`config.mk`:
```
export PLATFORM = sky130hd
export DESIGN_NAME = radix_walker
export DESIGN_NICKNAME = d
export VERILOG_FILES = /design/src/rtl/rw_pkg.sv /design/src/rtl/rw_datapath.sv /design/src/rtl/rw_control.sv /design/src/rtl/radix_walker.sv
export SDC_FILE = /design/constraint.sdc
export NUM_CORES = 1
export LEC_CHECK = 0
export CAP_MARGIN = 0
export CORE_MARGIN = 2
export CORE_UTILIZATION = 54
export CTS_BUF_LIST = sky130_fd_sc_hd__clkbuf_4 sky130_fd_sc_hd__clkbuf_8
export DETAILED_ROUTE_END_ITERATION = 10
export GPL_TIMING_DRIVEN = 0
export PLACE_DENSITY = 0.89
export SYNTH_ARGS = -nofsm -noshare
export SYNTH_HDL_FRONTEND = slang
export SYNTH_SLANG_ARGS = --single-unit
```
`constraint.sdc`:
```
create_clock -name clk -period 4 [get_ports clk]
set_input_delay 0.4 -clock clk [delete_from_list [all_inputs] [get_ports clk]]
set_output_delay 0.4 -clock clk [all_outputs]
set_load 0.1 [all_outputs]
```
`src/rtl/rw_pkg.sv`:
```
package rw_pkg;
  localparam int EA_W      = 64;
  localparam int PID_W     = 32;
  localparam int MASK_W    = 44;
  localparam int SHIFT_W   = 6;
  localparam int WIDTH_W   = 5;
  localparam int IDX_MIN   = 5;
  localparam int IDX_MAX   = 16;
  localparam int SEG_BIAS  = 19;

  typedef enum logic [2:0] {
    ERR_NONE    = 3'd0,
    ERR_INVALID = 3'd1,
    ERR_BADTREE = 3'd2,
    ERR_SEGMENT = 3'd3,
    ERR_PERM    = 3'd4,
    ERR_RC      = 3'd5
  } walkErr_e;

  typedef enum logic [1:0] {
    ACC_LOAD  = 2'd0,
    ACC_STORE = 2'd1,
    ACC_FETCH = 2'd2
  } accKind_e;

  typedef struct packed {
    logic capReq;
    logic capPrte;
    logic setSegShift;
    logic capEntry;
    logic stepLevel;
    logic capReal;
    logic selLevel;
  } walkStrobe_t;

  typedef struct packed {
    logic segErr;
    logic segBad;
    logic entValid;
    logic entLeaf;
    logic nextBad;
    logic permOk;
    logic rcOk;
  } walkStatus_t;

  function automatic logic [MASK_W-1:0] lowMask(input logic [SHIFT_W-1:0] n);
    logic [MASK_W-1:0] m;
    for (int i = 0; i < MASK_W; i++) m[i] = (SHIFT_W'(i) < n);
    return m;
  endfunction
endpackage

```
`src/rtl/rw_datapath.sv`:
```
module rw_datapath
  import rw_pkg::*;
(
  input  logic              clk,
  input  logic              rst_n,
  input  walkStrobe_t       strobe,
  input  logic [EA_W-1:0]   reqEa,
  input  logic [1:0]        reqKind,
  input  logic              reqPriv,
  input  logic [EA_W-1:0]   reqTable,
  input  logic [PID_W-1:0]  reqPid,
  input  logic [EA_W-1:0]   rdData,
  output walkStatus_t       status,
  output logic [EA_W-1:0]   memAddr,
  output logic [EA_W-1:0]   realAddr
);
  localparam logic [6:0] BIAS7 = 7'(SEG_BIAS);

  logic [EA_W-1:0]    eaR;
  logic               storeR, fetchR, privR;
  logic [PID_W-1:0]   pidR;
  logic [43:0]        tblBaseR;
  logic [WIDTH_W-1:0] tblSizeR;
  logic [SHIFT_W-1:0] rtsR;
  logic [WIDTH_W-1:0] widthR;
  logic [47:0]        baseHiR;
  logic [SHIFT_W-1:0] shiftR;
  logic [EA_W-1:0]    entryR;
  logic [EA_W-1:0]    realR;

  logic [MASK_W-1:0]  pidMask, rtsMask, idxMask, pageMask;
  logic [6:0]         limit, segShift;
  logic [15:0]        idx, idxMid;
  logic [EA_W-1:0]    prtAddr, lvlAddr, realNext;
  logic [SHIFT_W-1:0] nextShift;
  logic [WIDTH_W-1:0] nextW;

  // process-table entry address
  assign pidMask = lowMask({1'b0, tblSizeR});
  assign prtAddr = {8'h00, tblBaseR[43:24],
                    (tblBaseR[23:0] & ~pidMask[23:0]) | (pidR[31:8] & pidMask[23:0]),
                    pidR[7:0], 4'h0};

  // segment and root-width checks
  assign limit    = {1'b0, rtsR} + BIAS7;
  assign segShift = limit - {2'b00, widthR};
  assign rtsMask  = lowMask(rtsR);
  assign status.segErr = (eaR[63] != eaR[62]) || (|(eaR[61:31] & ~rtsMask[30:0]));
  assign status.segBad = (widthR < WIDTH_W'(IDX_MIN)) || (widthR > WIDTH_W'(IDX_MAX)) ||
                         ({2'b00, widthR} > limit);

  // level lookup address
  assign idx     = 16'(eaR[61:12] >> shiftR);
  assign idxMask = lowMask({1'b0, widthR});
  assign idxMid  = ({baseHiR[10:0], 5'b00000} & ~idxMask[15:0]) | (idx & idxMask[15:0]);
  assign lvlAddr = {8'h00, baseHiR[47:11], idxMid, 3'b000};
  assign memAddr = strobe.selLevel ? lvlAddr : prtAddr;

  // directory entry decode
  assign nextW          = entryR[4:0];
  assign nextShift      = shiftR - {1'b0, nextW};
  assign status.entValid = entryR[63];
  assign status.entLeaf  = entryR[62];
  assign status.nextBad  = (nextW < WIDTH_W'(IDX_MIN)) || (nextW > WIDTH_W'(IDX_MAX)) ||
                           ({1'b0, nextW} > shiftR);

  // leaf rights and reference/change
  logic gateOk, dataOk, execOk;
  assign gateOk = privR || !entryR[3];
  assign dataOk = entryR[1] || (entryR[2] && !storeR);
  assign execOk = entryR[0] && !entryR[5];
  assign status.permOk = gateOk && (fetchR ? execOk : dataOk);
  assign status.rcOk   = entryR[8] && (entryR[7] || !storeR);

  // real address
  assign pageMask = lowMask(shiftR);
  assign realNext = {8'h00, (entryR[55:12] & ~pageMask) | (eaR[55:12] & pageMask), eaR[11:0]};
  assign realAddr = realR;

  logic unusedBits;
  assign unusedBits = ^{reqTable[63:56], reqTable[11:5], entryR[61:56], entryR[6],
                        segShift[6], pidMask[43:24], rtsMask[43:31], idxMask[43:16]};

  always_ff @(posedge clk or negedge rst_n) begin
    if (!rst_n) begin
      eaR      <= '0;
      storeR   <= 1'b0;
      fetchR   <= 1'b0;
      privR    <= 1'b0;
      pidR     <= '0;
      tblBaseR <= '0;
      tblSizeR <= '0;
      rtsR     <= '0;
      widthR   <= '0;
      baseHiR  <= '0;
      shiftR   <= '0;
      entryR   <= '0;
      realR    <= '0;
    end else begin
      if (strobe.capReq) begin
        eaR      <= reqEa;
        storeR   <= (reqKind == ACC_STORE);
        fetchR   <= (reqKind == ACC_FETCH);
        privR    <= reqPriv;
        pidR     <= reqEa[63] ? '0 : reqPid;
        tblBaseR <= reqTable[55:12];
        tblSizeR <= reqTable[4:0];
        realR    <= '0;
      end
      if (strobe.capPrte) begin
        rtsR    <= {1'b0, rdData[62:61], rdData[7:5]};
        widthR  <= rdData[4:0];
        baseHiR <= rdData[55:8];
      end
      if (strobe.setSegShift) shiftR <= segShift[SHIFT_W-1:0];
      if (strobe.capEntry) entryR <= rdData;
      if (strobe.stepLevel) begin
        widthR  <= nextW;
        shiftR  <= nextShift;
        baseHiR <= entryR[55:8];
      end
      if (strobe.capReal) realR <= realNext;
    end
  end
endmodule

```
`src/rtl/rw_control.sv`:
```
module rw_control
  import rw_pkg::*;
(
  input  logic        clk,
  input  logic        rst_n,
  input  logic        start,
  input  logic        memRdValid,
  input  walkStatus_t status,
  output walkStrobe_t strobe,
  output logic        memReq,
  output logic        walkDone,
  output logic [2:0]  errCode
);
  typedef enum logic [2:0] {
    ST_IDLE, ST_PRT_REQ, ST_PRT_WAIT, ST_SEG, ST_LVL_REQ, ST_LVL_WAIT, ST_DECODE, ST_DONE
  } walkState_e;

  walkState_e state, nextState;
  walkErr_e   errR, nextErr;

  always_comb begin
    strobe    = '0;
    nextState = state;
    nextErr   = errR;
    unique case (state)
      ST_IDLE: begin
        if (start) begin
          strobe.capReq = 1'b1;
          nextErr       = ERR_NONE;
          nextState     = ST_PRT_REQ;
        end
      end
      ST_PRT_REQ:  nextState = ST_PRT_WAIT;
      ST_PRT_WAIT: begin
        if (memRdValid) begin
          strobe.capPrte = 1'b1;
          nextState      = ST_SEG;
        end
      end
      ST_SEG: begin
        if (status.segErr) begin
          nextErr   = ERR_SEGMENT;
          nextState = ST_DONE;
        end else if (status.segBad) begin
          nextErr   = ERR_BADTREE;
          nextState = ST_DONE;
        end else begin
          strobe.setSegShift = 1'b1;
          nextState          = ST_LVL_REQ;
        end
      end
      ST_LVL_REQ: begin
        strobe.selLevel = 1'b1;
        nextState       = ST_LVL_WAIT;
      end
      ST_LVL_WAIT: begin
        strobe.selLevel = 1'b1;
        if (memRdValid) begin
          strobe.capEntry = 1'b1;
          nextState       = ST_DECODE;
        end
      end
      ST_DECODE: begin
        strobe.selLevel = 1'b1;
        nextState       = ST_DONE;
        if (!status.entValid) begin
          nextErr = ERR_INVALID;
        end else if (status.entLeaf) begin
          if (!status.permOk)    nextErr = ERR_PERM;
          else if (!status.rcOk) nextErr = ERR_RC;
          else begin
            nextErr        = ERR_NONE;
            strobe.capReal = 1'b1;
          end
        end else if (status.nextBad) begin
          nextErr = ERR_BADTREE;
        end else begin
          strobe.stepLevel = 1'b1;
          nextState        = ST_LVL_REQ;
        end
      end
      ST_DONE: nextState = ST_IDLE;
      default: nextState = ST_IDLE;
    endcase
  end

  assign memReq   = (state == ST_PRT_REQ) || (state == ST_LVL_REQ);
  assign walkDone = (state == ST_DONE);
  assign errCode  = walkDone ? errR : 3'd0;

  always_ff @(posedge clk or negedge rst_n) begin
    if (!rst_n) begin
      state <= ST_IDLE;
      errR  <= ERR_NONE;
    end else begin
      state <= nextState;
      errR  <= nextErr;
    end
  end
endmodule

```
`src/rtl/radix_walker.sv`:
```
module radix_walker
  import rw_pkg::*;
(
  input  logic        clk,
  input  logic        rst_n,
  input  logic        start,
  input  logic [63:0] startEa,
  input  logic [1:0]  accKind,
  input  logic        privileged,
  input  logic [63:0] tableReg,
  input  logic [31:0] curPid,
  output logic        memReq,
  output logic [63:0] memAddr,
  input  logic        memRdValid,
  input  logic [63:0] memRdData,
  output logic        walkDone,
  output logic [2:0]  errCode,
  output logic [63:0] realAddr
);
  walkStrobe_t strobe;
  walkStatus_t status;

  rw_control ctrl (
    .clk       (clk),
    .rst_n     (rst_n),
    .start     (start),
    .memRdValid(memRdValid),
    .status    (status),
    .strobe    (strobe),
    .memReq    (memReq),
    .walkDone  (walkDone),
    .errCode   (errCode)
  );

  rw_datapath dpath (
    .clk     (clk),
    .rst_n   (rst_n),
    .strobe  (strobe),
    .reqEa   (startEa),
    .reqKind (accKind),
    .reqPriv (privileged),
    .reqTable(tableReg),
    .reqPid  (curPid),
    .rdData  (memRdData),
    .status  (status),
    .memAddr (memAddr),
    .realAddr(realAddr)
  );
endmodule

```
Word level (Yosys, flattened, before mapping)
Index checks and enable logic that the tools add are counted.
{ "op_classes": {"n_reduce_logical": 25, "addsub": 3, "order_cmp": 121, "mux": 46, "n_eq_ne": 15, "n_shift": 1, "bitwise_logic": 14} }
{ "op_table": {"columns": ["op", "count"], "rows": [
  ["$mux 64", 2],
  ["$lt 4x5->1 const A", 24],
  ["$lt 5x5->1 const A", 23],
  ["$lt 5x6->1 const A", 16],
  ["$mux 48", 2],
  ["$and 44x44->44", 2],
  ["$lt 6x6->1 const A", 12],
  ["$lt 3x5->1 const A", 12],
  ["$mux 56", 1],
  ["$shr 50x6->16", 1],
  ["$and 24x24->24", 2],
  ["$lt 4x6->1 const A", 8],
  ["$not 44->44", 1],
  ["$or 44x44->44", 1],
  ["$mux 3", 14],
  ["$and 16x16->16", 2],
  ["$mux 32", 1],
  ["$and 31x31->31", 1],
  ["$not 31->31", 1],
  ["$reduce_or 31->1", 1],
  ["$lt 1x5->1 const A", 6],
  ["$lt 2x5->1 const A", 6],
  ["$lt 3x6->1 const A", 4],
  ["$not 24->24", 1],
  ["other kinds (35)", 81]
]} }
{ "word_totals": {"wordCells": 240, "reg_bits": 346, "out_inout_bits": 133, "in_bits": 231} }

Longest topological paths before layout
Gate-level depths: netlist of the first run.
{ "depth": {"depth_word": 10, "depth_mapped": 14, "ltp_nobuf": 12} }

Modules after synthesis
From an unflattened synthesis of the first run, not the netlist that was laid out.
{ "hier_totals": {"cells_unflattened": 1808, "area_unflattened_um2": 18333.8} }
{ "by_module_without_submodules": {"columns": ["mod", "n_inst", "cells_each", "area_each_um2"], "rows": [
  ["rw_datapath", 1, 1749, 17845.9],
  ["rw_control", 1, 59, 488.0]
]} }

Worst setup path after synthesis of the first run
OpenSTA, ideal clock, no wires.
{ "synth_timing": {"kind": "reg2out", "start": "register dpath.shiftR[1]", "end": "output port memAddr[15]", "arrival_ps": 4173, "n_path_buf": 2, "setup_slack_ps": -573, "path_stages_with_launch": 10, "path_cell_list": "dfrtp_1 > buf_2 > inv_1 > clkbuf_1 > mux2i_1 > mux2i_1 > mux4_2 > nor2_1 > nor2_1 > a211oi_1"} }
{ "synth_via": {"elab_chain_cells": 4} }
{ "synth_rtl": {"columns": ["item", "line", "text"], "rows": [
  ["from (decl)", "rw_datapath.sv:27", "logic [SHIFT_W-1:0] shiftR;"],
  ["from (signal assigned)", "rw_datapath.sv:115", "if (strobe.setSegShift) shiftR <= segShift[SHIFT_W-1:0];"],
  ["from (signal assigned)", "rw_datapath.sv:119", "shiftR <= nextShift;"],
  ["$shr 50x6->16", "rw_datapath.sv:53", "assign idx = 16'(eaR[61:12] >> shiftR);"],
  ["$and 16x16->16", "rw_datapath.sv:55", "assign idxMid = ({baseHiR[10:0], 5'b00000} & ~idxMask[15:0]) | (idx & idxMask[15:0]);"],
  ["$or 16x16->16", "rw_datapath.sv:55", null],
  ["$mux 56", "rw_datapath.sv:57", "assign memAddr = strobe.selLevel ? lvlAddr : prtAddr;"],
  ["to (decl)", "radix_walker.sv:13", "output logic [63:0] memAddr,"]
]} }
No other way between the ends.

Worst setup path after layout of the first run
{ "layout_timing": {"start": "register dpath.shiftR[4]", "end": "output port memAddr[9]"} }
Same word-level chain as after synthesis.

==> qor.yml, run 1 <==
run_status: "finished, final reports clean"
synthesis.instances: 2070
finalWorstSetupSlack_ps: 31.4
grt_overflow: 0
routed_wirelength_mm: 72.7
clkSinkCount: 331
floorplan.die_area_um2: 35800
dieHeight_um: 189
synth.avg_cell_area_um2: 8.95
track_usage_pct: 40.5
num_io_pins: 364
clkSlewWorstSetupHoldPaths_ps: 60
post-route-drc-count: 0
timing.reg2reg.setup_slack_ps: 230
first_iter_violations: 1880
post-synth-top-area-cell: "sky130_fd_sc_hd__dfrtp_1"
area_taken_by_flip_flops_and_latches_um2: 8280
final_hold_viol_count: 0
top_layer_used: "met4"
drt_first_pass_iters: 6
slew_headroom_pct: 8.63
latest_clock_arrival_within_the_worst_skew_pair_ps: 660
finalNetCount: 2724
crit_path_max_fanout: 10
multi_input_comb_area_um2: 9500
ys.flop_type: "sky130_fd_sc_hd__dfrtp_1"
dp_slack_ps: -1040
post-route-period-util_pct: 99.2
grt_start_max_net_pins: 118
htree_levels: 2
start_util_pct: 55.0
required_time_of_the_worst_setup_path_ps: 3600
worst_setup_path_start_kind: "register"
yosys.cell_count.top_type: "sky130_fd_sc_hd__nand2_1"
timing.final.max_slew_violations: 0
synth_async_sr_flop_share_pct: 100
worst_clock_skew_ps: 22.5
yosysTopAreaCellShare_pct: 44.7
tritoncts_buffer_count: 56
core.rowCount: 67
routed_metal_1_wirelength_mm: 28.0
clk_path_buf_depth: 3
path_delay_family: "buffers and inverters"
fp.coreArea_um2: 33700
layout-drive-gt1-share_pct: 14.4
layout.filler_cells: 2547
synth.distinct_cells: 72
final_antenna_net_count: 0
dr_wl_met2_mm: 33.5
yosys-top-cells-count: "sky130_fd_sc_hd__nand2_1 (666), sky130_fd_sc_hd__dfrtp_1 (331), sky130_fd_sc_hd__o21ai_0 (130)"
first_global_vias: 18200
timing.fmax_ghz: 0.252
critical_path.n_buffers_inverters: 3
dieWidth_um: 189
slowest_stage: "sky130_fd_sc_hd__clkbuf_1"
clock_tree.root_cell: "sky130_fd_sc_hd__clkbuf_8"
netlist_area_um2: 18500
vias_per_instance: 6.13
critical_path_arrival_ps: 3570
final-setup-viol-count: 0
detail_route.wl_per_cell_um: 24.5
yosysSeqAreaShare_pct: 44.7
ys_warn_count: 0
cts_tree: "done"
grt_antenna_before_repair: 1
minimum_clock_period_ps: 3970
path_cells: "clkbuf_1 -> nor2b_2 -> nand2_1 -> clkbuf_1 -> nor2_1 -> a2111oi_0 -> a21oi_1 -> buf_2"
synth_seq_cells: 331
gp_congestion: 1.04
crit_top_cell: "sky130_fd_sc_hd__clkbuf_1"
worst_hold_path_type: "in2reg"
syn2layout_area_growth_pct: 28.3
placement.io_buffers: 324
worst-slew-pin-transition_ps: 1370
routed-via-count: 18200
route.met3.wl_mm: 7.85
post-dp-hpwl_mm: 54.4
synth_enable_flop_cells: 0
cpPeakStageDelay_ps: 550
endpoint_kind: "output port"
worstSetupPathType: "reg2out"
maxCapViolCount: 0
netlist_top_cells_area: "sky130_fd_sc_hd__dfrtp_1 (45%), sky130_fd_sc_hd__nand2_1 (13%), sky130_fd_sc_hd__mux2i_1 (6.3%), sky130_fd_sc_hd__mux4_2 (4.6%), sky130_fd_sc_hd__mux2_2 (3.9%)"
grt_first_pass_wirelength_mm: 109
registers in the layout, indices dropped and copies added, names as in the netlist, 5 cells and up:
register        flops
dpath.pidR         32
dpath.eaR          64
dpath.rtsR          5
dpath.tblSizeR      5
dpath.widthR        5
dpath.entryR       57
dpath.shiftR        6
dpath.realAddr     56
dpath.baseHiR      48
dpath.tblBaseR     44
layout by cell type (no fill, tap or decap), types with 9 or more instances in the layout:
cell type / Yosys / layout
sky130_fd_sc_hd__buf_6: 5 / 12
sky130_fd_sc_hd__a21oi_1: 61 / 59
sky130_fd_sc_hd__clkbuf_4: 0 / 28
sky130_fd_sc_hd__nor3_1: 13 / 13
sky130_fd_sc_hd__conb_1: 1 / 19
sky130_fd_sc_hd__and2_1: 9 / 9
sky130_fd_sc_hd__clkdlybuf4s50_1: 0 / 270
sky130_fd_sc_hd__clkbuf_8: 0 / 73
sky130_fd_sc_hd__inv_1: 44 / 44
sky130_fd_sc_hd__clkdlybuf4s15_2: 0 / 11
sky130_fd_sc_hd__mux2_2: 64 / 64
sky130_fd_sc_hd__a211oi_1: 16 / 12
sky130_fd_sc_hd__buf_1: 26 / 24
sky130_fd_sc_hd__clkbuf_2: 0 / 16
sky130_fd_sc_hd__o21ai_0: 130 / 125
sky130_fd_sc_hd__mux2i_1: 117 / 112
sky130_fd_sc_hd__dfrtp_1: 331 / 331
sky130_fd_sc_hd__mux4_2: 38 / 38
sky130_fd_sc_hd__nand3_1: 68 / 68
sky130_fd_sc_hd__buf_2: 10 / 31
sky130_fd_sc_hd__a22oi_1: 55 / 55
sky130_fd_sc_hd__nand2_1: 666 / 666
sky130_fd_sc_hd__nor2_1: 71 / 68
sky130_fd_sc_hd__ha_1: 16 / 16
sky130_fd_sc_hd__a31oi_1: 18 / 18
sky130_fd_sc_hd__buf_4: 22 / 33
sky130_fd_sc_hd__nor2b_1: 12 / 11
sky130_fd_sc_hd__nand3b_1: 37 / 37
sky130_fd_sc_hd__clkbuf_1: 105 / 88
sky130_fd_sc_hd__o211ai_1: 10 / 10
worst reg2reg max path: stages, from the launching register on:
cell and delay [ps]:
sky130_fd_sc_hd__dfrtp_1 350, sky130_fd_sc_hd__buf_6 180, sky130_fd_sc_hd__buf_6 220, sky130_fd_sc_hd__buf_6 210
sky130_fd_sc_hd__inv_1 130, sky130_fd_sc_hd__ha_1 230, sky130_fd_sc_hd__fa_1 400, sky130_fd_sc_hd__nand2b_1 220
sky130_fd_sc_hd__a21oi_2 220, sky130_fd_sc_hd__o221ai_2 200, sky130_fd_sc_hd__nor3_4 260, sky130_fd_sc_hd__buf_12 160
sky130_fd_sc_hd__buf_4 260, sky130_fd_sc_hd__clkbuf_2 340, sky130_fd_sc_hd__a22oi_1 200, sky130_fd_sc_hd__nand2_1 110
cell families after synthesis:
logic type | after synthesis | share of synthesized area [%]
simple gates | 916 | 20.8
compound gates | 359 | 12.4
flops | 331 | 44.7
mux | 223 | 15.3
buf+inv | 215 | 5.13
fa+ha+maj | 18 | 1.30
xor+xnor | 7 | 0.331
other cells | 1 | 0.0202
layer usage:
layer	GRT usage [%]	up-vias
met5	0	-
met1	51.9	8901
met2	65.1	1172
met4	17.6	0
li1	-	7929
met3	10.7	202
metrics by stage:
| step | TNS [ps] | instances | hold slack (ps) | instance area [um^2] | utilization, % |
|---|---|---|---|---|---|
| after global placement | -3789660 | 2860 | 449 | 22400 | 66.6 |
| after floorplan | 0 | 2088 | 104 | 18600 | - |
| final | 0 | 2970 | 272 | 23800 | 70.5 |
| after detailed placement | -63810 | 2862 | 462 | 22500 | 66.8 |
| after CTS | -47.1 | 2969 | 250 | 23800 | 70.7 |
| after global routing | -4.90 | 2969 | 276 | 23800 | 70.5 |
repair_timing:
item	CTS	global route
pin swaps	1	1
endpoints found under the setup margin	112	101
setup buffers	2	0
hold buffers	1	0
resized for setup	269	64
hold endpoints to repair	98	0
layout make-up:
class | count | area share, %
Antenna cell | 1 | 0.0105
Clock buffer | 94 | 4.89
Clock inverter | 10 | 0.232
Sequential cell | 331 | 34.8
Tap cell | 448 | 2.36
Timing Repair Buffer | 329 | 13.4
Inverter | 46 | 0.726
Multi-Input combinational cell | 1542 | 40.0
Buffer | 169 | 3.53
final timing paths:
kind                                              from                              to  cells past startpoint
max in group asynchronous                        rst_n       ctrl.state[1]$_DFFE_PN0P_                      3
min in group asynchronous                        rst_n  dpath.tblBaseR[25]$_DFFE_PN0P_                      2
hold reg to reg             dpath.pidR[29]$_DFFE_PN0P_      dpath.pidR[29]$_DFFE_PN0P_                      2
setup reg to reg           dpath.shiftR[0]$_DFFE_PN0P_   dpath.baseHiR[25]$_DFFE_PN0P_                     15
setup / recovery           dpath.shiftR[4]$_DFFE_PN0P_                      memAddr[9]                      8
hold / removal                             startEa[49]       dpath.eaR[49]$_DFFE_PN0P_                      3
Power of run 1 is not shown: default switching activity piles up to over one toggle a cycle in this logic, so the estimate is an artifact.
==> inputs of run 2 (changes only) <==
- CORE_UTILIZATION: 54 -> 53
- CTS_BUF_LIST: sky130_fd_sc_hd__clkbuf_4 sky130_fd_sc_hd__clkbuf_8 -> not set
- PLACE_DENSITY: 0.89 -> 0.88
==> qor.yml, run 2 (synthesis gave the netlist of run 1 again) <==
placement.cell_area_um2: 22500
tritoncts_buffer_count: 37
r2r.worst_path.cells: 15
worst_setup_path_start_kind: "register"
layout.cells.most_common: "sky130_fd_sc_hd__nand2_1"
first_global_vias: 17900
dieHeight_um: 191
vias_per_instance: 6.16
min_delay_path_depth: 3
required_time_of_the_worst_setup_path_ps: 3600
run_status: "finished, final reports clean"
critical_path.reg2reg.startpoint: "dpath.shiftR[0]$_DFFE_PN0P_"
fp.coreArea_um2: 34500
layout-drive-gt1-share_pct: 12.6
cts_tree: "done"
latest_clock_arrival_within_the_worst_skew_pair_ps: 560
timing.fmax_ghz: 0.252
dieWidth_um: 191
holdPathEnd: "dpath.eaR[58]$_DFFE_PN0P_"
worst_hold_path_type: "in2reg"
clkSlewWorstSetupHoldPaths_ps: 60
layout_common_cells: "sky130_fd_sc_hd__nand2_1 (666), sky130_fd_sc_hd__dfrtp_1 (331), sky130_fd_sc_hd__clkdlybuf4s50_1 (270)"
timing.rr.end: "dpath.shiftR[5]$_DFFE_PN0P_"
timing.final.max_slew_violations: 0
final_hold_viol_count: 0
htree_levels: 2
first_iter_violations: 1911
final-setup-viol-count: 0
maxCapViolCount: 0
worst_clock_skew_ps: 16.9
floorplan.die_area_um2: 36500
finalNetCount: 2706
endpoint_kind: "output port"
worst-slew-pin-transition_ps: 1430
minimum_clock_period_ps: 3970
slew_headroom_pct: 4.88
top_register: "dpath.eaR"
core.rowCount: 68
timing.reg2reg.setup_slack_ps: 130
num_io_pins: 364
finalCoreUtilization_pct: 69.2
clock_tree.root_cell: "sky130_fd_sc_hd__clkbuf_16"
finish.instance_area_um2: 23800
worstSetupPathType: "reg2out"
critical_path_arrival_ps: 3570
start_util_pct: 53.8
drt_first_pass_iters: 6
final_antenna_net_count: 0
clk_path_buf_depth: 3
placement.io_buffers: 324
rsz_0062_raised_after_global_routing: "no"
post-route-period-util_pct: 99.2
track_usage_pct: 40.1
hold_wc_startpoint: "startEa[58]"
grt_antenna_before_repair: 2
crit_path_max_fanout: 10
largest_reg_flops: 64
detail_route.wl_per_cell_um: 25.1
grt_first_pass_wirelength_mm: 109
routed_wirelength_mm: 73.8
post-route-drc-count: 0
post-dp-hpwl_mm: 55.1
syn2layout_area_growth_pct: 28.6
routed-via-count: 18100
clkSinkCount: 331
insertedDiodeCount: 0
grt_start_max_net_pins: 124
grt_overflow: 0
gp_congestion: 1.03
setup-tns-final_ps: 0
==> run 2: changes by cell type in the layout (fill, tap and decap cells not counted), moves of 6 or more <==
| cell | delta |
|---|---|
| sky130_fd_sc_hd__clkbuf_8 | -67 |
| sky130_fd_sc_hd__clkdlybuf4s15_2 | +13 |
| sky130_fd_sc_hd__clkbuf_1 | +10 |
| sky130_fd_sc_hd__buf_2 | -16 |
| sky130_fd_sc_hd__clkbuf_16 | +39 |
| sky130_fd_sc_hd__clkbuf_4 | -19 |
| sky130_fd_sc_hd__clkbuf_2 | +6 |
==> run 2: what timing repair did <==
action | in CTS | in global routing
hold endpoints to repair | 85 | 0
pin swaps | 1 | 1
resized for setup | 219 | 53
hold buffers | 1 | 0
setup endpoints to repair | 112 | 101
setup buffers | 3 | 0
==> run 2: worst max-delay path, cell delays in order (launching register included) <==
cell                      delay [ps]
sky130_fd_sc_hd__dfrtp_1         370
sky130_fd_sc_hd__buf_2           280
sky130_fd_sc_hd__buf_4           260
sky130_fd_sc_hd__buf_4           240
sky130_fd_sc_hd__mux4_2          350
sky130_fd_sc_hd__mux2i_2         320
sky130_fd_sc_hd__nand2_1          80
sky130_fd_sc_hd__and3_1          190
sky130_fd_sc_hd__o32ai_1         450
sky130_fd_sc_hd__o21ai_1         130
sky130_fd_sc_hd__buf_2           330
==> run 2: final cells by class <==
| cell class | instances | area [um^2] |
|---|---|---|
| clock inverters | 12 | 145 |
| flip-flops and latches | 331 | 8280 |
| inverters | 46 | 173 |
| well taps | 455 | 569 |
| repair buffers | 330 | 3270 |
| multi-input cells | 1542 | 9480 |
| plain buffers | 169 | 827 |
| clock buffers | 52 | 1080 |
| fillers | 2639 | 10600 |
==> run 2: how the worst max path moves through the flow <==
stage / slack (ps) / cells after the start / start / endpoint
floorplan: 280 / 5 / ctrl.state[1]$_DFFE_PN0P_ / memAddr[29]
global placement: -11350 / 1 / rst_n / dpath.realAddr[7]$_DFFE_PN0P_
detailed placement: -990 / 14 / dpath.shiftR[0]$_DFFE_PN0P_ / dpath.baseHiR[24]$_DFFE_PN0P_
CTS: -40 / 11 / dpath.shiftR[1]$_DFFE_PN0P_ / memAddr[14]
global route: 0.7 / 11 / dpath.shiftR[0]$_DFFE_PN0P_ / memAddr[14]
finish: 30 / 10 / dpath.shiftR[1]$_DFFE_PN0P_ / memAddr[10]
==> run 2: metrics by stage <==
step                      worst slack [ps]  hold slack (ps)  instances
after floorplan                        279              104       2088
after global placement              -11350              448       2867
after detailed placement              -993              448       2869
after CTS                            -39.3              367       2937
after global routing                 0.707              390       2937
final                                 32.5              374       2937
==> run 2: routing by layer <==
layer  vias to the layer above  part of all wire (%)  global-route usage (%)
li1                       7853                     -                       -
met1                      8812                    39                    53.4
met2                      1231                    46                    63.8
met3                       195                    11                    8.45
met4                         2                   4.3                    16.8
met5                         -                 0.018                       0
Power of run 2 is left out for the same reason.
